<file path="config.mk">
export PLATFORM = sky130hd
export DESIGN_NAME = bitrev_addr_seq
export DESIGN_NICKNAME = d
export VERILOG_FILES = /design/src/rtl/bitrev_pkg.sv /design/src/rtl/rc_adder.sv /design/src/rtl/step_counter.sv /design/src/rtl/bitrev_addr_seq.sv
export SDC_FILE = /design/constraint.sdc
export NUM_CORES = 1
export LEC_CHECK = 0
export BUFFER_PORTS_ARGS = -buffer_cell sky130_fd_sc_hd__buf_2
export CORE_UTILIZATION = 56
export CTS_CLUSTER_DIAMETER = 60
export DETAILED_ROUTE_END_ITERATION = 12
export PLACE_DENSITY = 0.8
export SYNTH_ARGS = -nofsm -noshare
export SYNTH_HDL_FRONTEND = slang
export SYNTH_SLANG_ARGS = --single-unit
</file>
<file path="constraint.sdc">
create_clock -name clk_i -period 8.5 [get_ports clk_i]
set_input_delay 0.85 -clock clk_i [delete_from_list [all_inputs] [get_ports clk_i]]
set_output_delay 0.85 -clock clk_i [all_outputs]
set_load 0.01 [all_outputs]
</file>
<file path="src/rtl/bitrev_pkg.sv">
package bitrev_pkg;
  typedef enum logic {
    DIR_ADD = 1'b0,
    DIR_SUB = 1'b1
  } step_dir_e;
endpackage

</file>
<file path="src/rtl/rc_adder.sv">
// Adder whose carry chain runs from MSB to LSB; sub_i selects two's-complement borrow.
module rc_adder #(
  parameter int W = 16
) (
  input  logic [W-1:0] a_i,
  input  logic [W-1:0] b_i,
  input  logic         sub_i,
  output logic [W-1:0] sum_o
);
  logic [W-1:0] b_x;
  logic [W:1]   cy;

  assign b_x   = b_i ^ {W{sub_i}};
  assign cy[W] = sub_i;

  for (genvar i = W - 1; i >= 0; i--) begin : g_bit
    assign sum_o[i] = a_i[i] ^ b_x[i] ^ cy[i+1];
    if (i > 0) begin : g_cy
      assign cy[i] = (a_i[i] & b_x[i]) | (cy[i+1] & (a_i[i] ^ b_x[i]));
    end
  end
endmodule

</file>
<file path="src/rtl/step_counter.sv">
module step_counter #(
  parameter int CNT_W = 17
) (
  input  logic             clk_i,
  input  logic             rst_ni,
  input  logic             load_i,
  input  logic [CNT_W-1:0] limit_i,
  input  logic             adv_i,
  output logic             done_o
);
  logic [CNT_W-1:0] count_q, limit_q;

  always_ff @(posedge clk_i or negedge rst_ni) begin
    if (!rst_ni) begin
      count_q <= '0;
      limit_q <= '0;
    end else if (load_i) begin
      count_q <= '0;
      limit_q <= limit_i;
    end else if (adv_i) begin
      count_q <= count_q + 1'b1;
    end
  end

  assign done_o = (count_q == limit_q);
endmodule

</file>
<file path="src/rtl/bitrev_addr_seq.sv">
module bitrev_addr_seq
  import bitrev_pkg::*;
#(
  parameter int ADDR_W = 16,
  parameter int CNT_W  = ADDR_W + 1
) (
  input  logic              clk_i,
  input  logic              rst_ni,
  input  logic              start_i,
  input  logic [ADDR_W-1:0] base_i,
  input  logic [ADDR_W-1:0] index_i,
  input  logic [CNT_W-1:0]  npts_i,
  input  logic              dir_i,
  input  logic              step_i,
  output logic [ADDR_W-1:0] addr_o,
  output logic              done_o
);
  logic [ADDR_W-1:0] addr_q, idx_q, addr_nxt;
  logic              done, step_ok;
  step_dir_e         dir;

  assign dir     = step_dir_e'(dir_i);
  assign step_ok = step_i & ~done & ~start_i;

  rc_adder #(.W(ADDR_W)) i_rc_adder (
    .a_i  (addr_q),
    .b_i  (idx_q),
    .sub_i(dir == DIR_SUB),
    .sum_o(addr_nxt)
  );

  step_counter #(.CNT_W(CNT_W)) i_step_counter (
    .clk_i  (clk_i),
    .rst_ni (rst_ni),
    .load_i (start_i),
    .limit_i(npts_i),
    .adv_i  (step_ok),
    .done_o (done)
  );

  always_ff @(posedge clk_i or negedge rst_ni) begin
    if (!rst_ni) begin
      addr_q <= '0;
      idx_q  <= '0;
    end else if (start_i) begin
      addr_q <= base_i;
      idx_q  <= index_i;
    end else if (step_ok) begin
      addr_q <= addr_nxt;
    end
  end

  assign addr_o = addr_q;
  assign done_o = done;
endmodule

</file>
**Yosys cells after proc, flatten, opt, wreduce, memory -nomap -nowiden**

Index checks and enable logic that the tools add are counted.

- $add $sub $neg: 1
- Mux-type cells: 4
- Reduce and logical (&&, ||, !) cells: 1
- Equal/unequal tests: 1
- Bitwise logic cells: 82

Operator list:

| kind | number |
|---|---|
| 17-bit 2-to-1 mux | 2 |
| 1-bit bitwise AND | 32 |
| 16-bit 2-to-1 mux | 2 |
| 1-bit XOR | 32 |
| 17-bit by 1-bit adder with 17-bit output, second input constant | 1 |
| 17-bit equality test | 1 |
| 16-bit XOR | 1 |
| 1-bit bitwise OR | 15 |
| 1-bit inverter | 2 |
| 2-bit nonzero test | 1 |

- Bits in registers: 66
- Logic and storage cells: 93
- Bits of input ports: 54
- Output and inout bits: 17

**Longest topological paths before layout**

Gate-level depths: netlist (run 1).

- Word-level depth: 35
- Mapped depth: 23
- Mapped depth without buffers: 21

**By module**

A second synthesis (run 1) with hierarchy kept.

- Cells, all modules: 334
- Area total of the unflattened synthesis: 3791.1 µm²

By module, submodules not included:

| module | sequential area each (µm²) | cells each | area each (µm²) | times used |
|---|---|---|---|---|
| step_counter | 850.8 | 148 | 1706.6 | 1 |
| bitrev_addr_seq | 800.8 | 124 | 1500.2 | 1 |
| rc_adder | 0.0 | 62 | 584.3 | 1 |

**Worst setup path after synthesis (run 1)**

OpenSTA, ideal clock, no wires.

- Kind: input-to-reg
- Start: in dir_i
- End: reg addr_q[0] (netlist: addr_o[0])
- Library setup time: 0.136 ns
- Data required time: 8.364 ns
- Cell stages on the path: 23
- Slack: 0.558 ns
- Buffers on the path: 2
- Arrival: 7.806 ns
- Path through: clkbuf_1 -> clkbuf_1 -> xnor2_1 -> fa_1 -> fa_1 -> fa_1 -> fa_1 -> fa_1 -> fa_1 -> fa_1 -> fa_1 -> fa_1 -> fa_1 -> fa_1 -> fa_1 -> fa_1 -> fa_1 -> xor2_1 -> xnor2_1 -> nand2_1 -> a21oi_1 -> xnor2_1 -> o21ai_0

- Word-level cells in the longest chain between the ends: 35
- Elaborated cells on any way between the ends: 65
- Those cells by class: 2 x mux; 63 x bitwise

RTL lines:

| element | RTL line | source |
|---|---|---|
| start: declaration | bitrev_addr_seq.sv:13 | `input logic dir_i,` |
| 16-bit XOR | rc_adder.sv:13 | `assign b_x = b_i ^ {W{sub_i}};` |
| 1-bit XOR | rc_adder.sv:19 | `assign cy[i] = (a_i[i] & b_x[i]) \| (cy[i+1] & (a_i[i] ^ b_x[i]));` |
| 1-bit bitwise AND | rc_adder.sv:19 |  |
| 1-bit bitwise OR | rc_adder.sv:19 |  |
| 1-bit bitwise AND | rc_adder.sv:19 |  |
| 1-bit bitwise OR | rc_adder.sv:19 |  |
| 1-bit bitwise AND | rc_adder.sv:19 |  |
| 1-bit bitwise OR | rc_adder.sv:19 |  |
| (+19 left out) | - |  |
| 1-bit bitwise OR | rc_adder.sv:19 |  |
| 1-bit bitwise AND | rc_adder.sv:19 |  |
| 1-bit bitwise OR | rc_adder.sv:19 |  |
| 1-bit bitwise AND | rc_adder.sv:19 |  |
| 1-bit bitwise OR | rc_adder.sv:19 |  |
| 1-bit XOR * | rc_adder.sv:17 | `assign sum_o[i] = a_i[i] ^ b_x[i] ^ cy[i+1];` |
| 16-bit 2-to-1 mux * | bitrev_addr_seq.sv:48 | `end else if (step_ok) begin` |
| 16-bit 2-to-1 mux * | bitrev_addr_seq.sv:45 | `end else if (start_i) begin` |
| end signal: assignment | bitrev_addr_seq.sv:46 | `addr_q <= base_i;` |
| end signal: assignment | bitrev_addr_seq.sv:49 | `addr_q <= addr_nxt;` |
| end: declaration | bitrev_addr_seq.sv:18 | `logic [ADDR_W-1:0] addr_q, idx_q, addr_nxt;` |

Mark *: on every way between the ends. The rest lies on a longest branch, timed or not. The select of a mux whose other input is x is not followed.
A chain may end at the register's enable or synchronous reset.

**Worst setup path after layout (run 1)**

Same ends and word-level chain as after synthesis.

==> impl_metrics.yaml, run 1 <==
outcome:
  status: "complete, but fails checks"
  violations: "design-rule violations"
placed_design:
  gp_congestion: 0.8145
  portBuffers: 70
  place_hpwl_mm: 5.491
die:
  die_w_um: 84.81
  die_h_um: 84.81
  die-area_sq_um: 7192
  fp-row-count: 29
  io_pins: 71
  initial_core_util_pct: 59.12
  core_sq_um: 6495
yosys:
  synth_common_cells: "66 x dfrtp_1, 41 x xnor2_1, 34 x mux2_2"
  yosysWarningCount: 0
  yosysMostFrequentCell: "dfrtp_1"
  syn-mean-instance-area_sq_um: 10.91
  syn_nets: 421
  async_flop_share_pct: 100.0
  yosys.area.top_type: "dfrtp_1"
  syn_inst: 352
  ys_seq_elements: 66
  synth_area_leaders: "dfrtp_1 43%, mux2_2 10%, xnor2_1 9.4%"
  synth_cell_types: 43
  synth-edff-count: 0
  synth_top_area_share_pct: 43.01
  syn-cell-area_sq_um: 3840
  synth-main-ff-cell: "dfrtp_1"
  seq_area_frac_synth_pct: 43.01
critical_path:
  crit_fanout: 9
  slowest_delay_ns: 0.43
  path_class: "in2reg"
  crit_slowest_cell: "fa_1"
  crit_required_ns: 8.68
  cp-start-kind: "primary input"
  crit_chain: "buf_2, xnor2_1, fa_1, fa_1, fa_1, fa_1, fa_1, fa_1, fa_1, fa_1, fa_1, fa_1, fa_1, fa_1, fa_1, fa_1, xor2_1, xnor2_1, nand2_1, a21oi_1, xnor2_1, o21ai_0"
  crit_path_frequent_cell: "fa_1"
  crit_path_end_kind: "flip-flop"
  crit_arrival_ns: 7.64
global_routing:
  antenna_found_initial: 0
  grt_pass1_wl_mm: 13.59
  grt_usage_pct: 24.97
  grt_overflow_total: 0
  grt_pass1_vias: 2811
  grt_max_degree: 99
final_layout:
  fin_util_pct: 67.56
  nets: 484
  layout-area-overhead-vs-synth_pct: 14.27
  fillers: 505
  diodes: 0
  drive_above_1_share_pct: 33.65
timing:
  slew_viol_final: 0
  max_slew.worst_pin.slew_ns: 1.038
  fin_setup_tns_ns: 0
  clock_skew_ns: 0.008166
  final-hold-violation-count: 0
  slew_headroom_pct: 30.83
  finalCriticalPeriod_ns: 7.465
  fin_crit_sh_pct: 87.82
  rsz0062_at_grt: "no"
  finalSetupViolCount: 0
  clock.fmax_mhz: 134.0
clock_tree:
  cts.htree.levels: 3
  root_buffer: "clkbuf_8"
  tritoncts: "built"
  cts_setup_buffers: 0
  cts_buffers: 9
  clk_latency_ns: 0.34
  ctsResizeCount: 0
  postCtsHoldBufs: 0
  clk_path_buf_depth: 2
  cts_sinks: 66
  path_clk_slew_ns: 0.07
power_and_ir_drop:
  ir_worst_vdd_v: 0.0001034
  p_leak_nw: 1.911
  power_density_nw_per_um2: 209.7
routing:
  routed_wl_mm: 8.080
  wl_per_cell_um: 16.29
  drcViolationCount: 6
  vias_per_cell: 5.754
  vias: 2854
  drtAntennaViolNets: 0
  drt-pass1-iter-count: 8
  first_iter_violations: 225
flow_run:
  max-cap-violations: 0
min_path:
  hold_class: "reg2reg"
critical path, delay by kind of cell:
kind	cells	cell delay [ns]
buf+inv	1	0.26
xor+xnor	4	0.59
simple gates	1	0.07
fa+ha+maj	14	5.60
compound gates	2	0.25
metal layers:
| metal | global-route usage (%) | vias to the layer above | wire (um) |
|---|---|---|---|
| met3 | 7.375 | 12 | 362 |
| met2 | 36.59 | 87 | 3686 |
| met5 | 0 | - | 0 |
| met4 | 10.63 | 0 | 151 |
| met1 | 34.79 | 1407 | 3879 |
| li1 | - | 1348 | - |
final cells by class:
cell class	instances	area (sq um)	share of cell area (%)
clock buffer	12	155.1	3.536
clock inverter	3	15.01	0.3422
sequential	66	1652	37.64
inverter	20	75.07	1.711
multi-input combinational	244	2012	45.85
timing repair buffer	74	382.9	8.725
tap	77	96.34	2.196
report_power, final:
group / switching [mW] / internal, mW
registers: 0.0381 / 0.353
clock network: 0.116 / 0.119
logic: 0.148 / 0.146
total: 0.302 / 0.618
per-stage QoR:
| step | hold WS [ns] | instances | total power, mW | setup WS, ns | area, sq um |
|---|---|---|---|---|---|
| after floorplan | 0.5008 | 352 | 0.6040 | 0.5579 | 3840 |
| after global placement | 0.5113 | 481 | 0.6746 | 0.8592 | 4218 |
| after detailed placement | 0.5198 | 481 | 0.6909 | 0.7696 | 4218 |
| after CTS | 0.5360 | 496 | 0.9301 | 1.068 | 4388 |
| after global routing | 0.5523 | 496 | 0.9855 | 0.8068 | 4388 |
| final | 0.5281 | 496 | 0.9203 | 1.035 | 4388 |
logic make-up (layout without fill, tap and decap cells):
group | after synthesis | after routing | share of synthesized area [%]
multiplexers | 35 | 35 | 10.23
XOR/XNOR | 47 | 47 | 10.72
adder cells (fa/ha/maj) | 15 | 15 | 7.625
AND/OR/NAND/NOR | 95 | 95 | 11.80
AO/OA/AOI/OAI | 52 | 52 | 11.89
buffers and inverters | 42 | 109 | 4.724
flip-flops | 66 | 66 | 43.01
registers in the layout (all words and copies together) (netlist names):
signal and cells:
i_step_counter.limit_q 17, i_step_counter.count_q 17, addr_o 16, idx_q 16
cell usage in the layout, fill, tap and decap left out, drive strengths merged, types with 2 or more instances in the layout:
master / count
and3: 2
clkbuf: 12
xnor2: 41
nand2: 26
fa: 14
nand4: 6
nor3: 15
a21oi: 13
or4: 2
nand3: 8
a2111oi: 2
clkinv: 3
nor4: 3
mux2: 34
or3: 2
o31ai: 2
a211oi: 2
dfrtp: 66
a211o: 13
buf: 74
a221oi: 13
o21ai: 3
inv: 20
xor2: 6
nor2: 27
path summary, 6_finish.rpt:
check,start,to,slack [ns],depth (start not counted)
min in group asynchronous,rst_ni,i_step_counter.limit_q[0]$_DFFE_PN0P_,0.69,2
max,dir_i,addr_o[0]$_DFFE_PN0P_,1.04,22
min,i_step_counter.limit_q[5]$_DFFE_PN0P_,i_step_counter.limit_q[5]$_DFFE_PN0P_,0.53,1
max reg2reg,idx_q[14]$_DFFE_PN0P_,addr_o[0]$_DFFE_PN0P_,1.42,21
min reg2reg,i_step_counter.limit_q[5]$_DFFE_PN0P_,i_step_counter.limit_q[5]$_DFFE_PN0P_,0.53,1
max in group asynchronous,rst_ni,addr_o[3]$_DFFE_PN0P_,7.26,2
No activity file was read; power rests on OpenSTA's default activity.
==> run 2, diff against run 1 <==
CORE_UTILIZATION = 60   (was 56)
PLACE_DENSITY = 0.85   (was 0.8)
clock period = 8.91 ns   (was 8.5 ns; I/O delays follow)
==> run 2 against run 1 <==
  * The flow now finishes without violations
  * Clock skew fell by 0.00056 ns
  * Combinational power fell by 3%
  * Global-route usage rose by 2.2 points
  * Clock-buffer cell count rose by 2
  * Non-clock buffer count fell by 1
  * First-iteration DRC count fell by 15%
  * Die area fell by 6.5%
  * Power rose by 1.4%
  * Sequential cell count did not move
  * Sequential power fell by 4%
  * Via count rose by 2.3%
  * Register-to-register slack improved by 0.37 ns
  * Critical endpoint unchanged
  * Largest power group unchanged
==> impl_metrics.yaml, run 2 (synthesis gave the netlist of run 1 again) <==
outcome:
  status: "complete, no violations"
global_routing:
  grt_max_degree: 99
  grt_overflow_total: 0
  grt_pass1_vias: 2876
  grt_usage_pct: 27.19
  antenna_found_initial: 0
  grt_pass1_wl_mm: 13.33
critical_path:
  crit_arrival_ns: 7.89
  reg2reg_to: "addr_o[0]$_DFFE_PN0P_"
  reg2reg_setup_slack_ns: 1.79
  r2r_cells: 21
  cp-start-kind: "primary input"
  crit_path_end_kind: "flip-flop"
  path_class: "in2reg"
  crit_required_ns: 9.09
  r2r_start: "idx_q[14]$_DFFE_PN0P_"
  crit_fanout: 16
timing:
  rsz0062_at_grt: "no"
  final-hold-violation-count: 0
  clock.fmax_mhz: 129.8
  finalCriticalPeriod_ns: 7.703
  max_slew.worst_pin.slew_ns: 1.027
  slew_headroom_pct: 31.52
  slew_viol_final: 0
  finalSetupViolCount: 0
  fin_setup_tns_ns: 0
  clock_skew_ns: 0.007607
  fin_crit_sh_pct: 86.46
routing:
  drtAntennaViolNets: 0
  vias: 2921
  drt-pass1-iter-count: 4
  vias_per_cell: 5.913
  wl_per_cell_um: 16.48
  drcViolationCount: 0
  routed_wl_mm: 8.139
  first_iter_violations: 192
min_path:
  hp-start: "idx_q[0]$_DFFE_PN0P_"
  hold_end: "idx_q[0]$_DFFE_PN0P_"
  hold_class: "reg2reg"
  hold_depth: 1
die:
  die_w_um: 82
  fp-row-count: 28
  io_pins: 71
  die-area_sq_um: 6724
  initial_core_util_pct: 63.36
  core_sq_um: 6061
  die_h_um: 82
flow_run:
  max-cap-violations: 0
placed_design:
  portBuffers: 70
  place_hpwl_mm: 5.538
  gp_congestion: 0.8309
clock_tree:
  clk_latency_ns: 0.35
  clk_path_buf_depth: 2
  cts_sinks: 66
  postCtsHoldBufs: 0
  tritoncts: "built"
  root_buffer: "clkbuf_8"
  cts.htree.levels: 3
  path_clk_slew_ns: 0.07
  ctsResizeCount: 0
  cts_setup_buffers: 0
  cts_buffers: 9
final_layout:
  fin_util_pct: 72.94
  nets: 483
  final_common_cell: "buf_2"
  layout-area-overhead-vs-synth_pct: 15.12
  diodes: 0
  drive_above_1_share_pct: 32.94
  layout_common_cells: "69 x buf_2, 66 x dfrtp_1, 41 x xnor2_1"
  top_regs: "i_step_counter.count_q: 17 flops, i_step_counter.limit_q: 17 flops"
power_and_ir_drop:
  p_leak_nw: 1.919
  power_density_nw_per_um2: 211.0
  ir_worst_vdd_v: 0.0001417
==> run 2: critical path, cell delays in order <==
cell and delay (ns):
buf_2 0.38, xnor2_1 0.22, fa_1 0.45, fa_1 0.39, fa_1 0.39, fa_1 0.40, fa_1 0.40, fa_1 0.41
fa_1 0.40, fa_1 0.40, fa_1 0.40, fa_1 0.40, fa_1 0.40, fa_1 0.39, fa_1 0.39, fa_1 0.38
xor2_1 0.18, xnor2_1 0.14, nand2_1 0.08, a21oi_1 0.17, xnor2_1 0.13, o21ai_0 0.09
==> run 2: how the worst max path moves through the flow <==
stage,from,to,slack [ns],cells after the start
after floorplan,dir_i,addr_o[0]$_DFFE_PN0P_,0.93,23
after global placement,dir_i,addr_o[0]$_DFFE_PN0P_,1.08,22
after detailed placement,dir_i,addr_o[0]$_DFFE_PN0P_,0.98,22
after CTS,dir_i,addr_o[0]$_DFFE_PN0P_,1.25,22
after global routing,dir_i,addr_o[0]$_DFFE_PN0P_,0.85,22
final,dir_i,addr_o[0]$_DFFE_PN0P_,1.21,22
==> run 2: per-stage QoR <==
stage / power (mW) / instances / setup WS (ns) / hold WS, ns / area (sq um)
final: 0.9329 / 494 / 1.207 / 0.5366 / 4420
after global routing: 0.9887 / 494 / 0.8509 / 0.5478 / 4420
after CTS: 0.9379 / 494 / 1.249 / 0.5360 / 4420
after detailed placement: 0.6594 / 478 / 0.9813 / 0.5211 / 4208
after global placement: 0.6419 / 478 / 1.085 / 0.5101 / 4208
after floorplan: 0.5762 / 352 / 0.9269 / 0.5008 / 3840
==> run 2: cell type report <==
type,instances,area (sq um)
timing repair buffer,73,375.4
clock inverter,2,60.06
tap,75,93.84
clock buffer,14,152.6
fill,429,1640
multi-input combinational,244,2012
inverter,20,75.07
sequential,66,1652
==> run 2: per-layer routing <==
layer / part of all wire (%) / track usage, % / up-vias
li1: - / - / 1352
met1: 42 / 35.52 / 1455
met2: 50 / 42.73 / 102
met3: 6.1 / 7.222 / 12
met4: 1.7 / 11.40 / 0
met5: 0 / 0 / -
==> run 2: power breakdown <==
group / switching, mW / leakage, nW / internal, mW
clock: 0.110 / 0.105 / 0.166
sequential: 0.0366 / 0.817 / 0.337
combinational: 0.144 / 0.997 / 0.140
total: 0.290 / 1.92 / 0.643
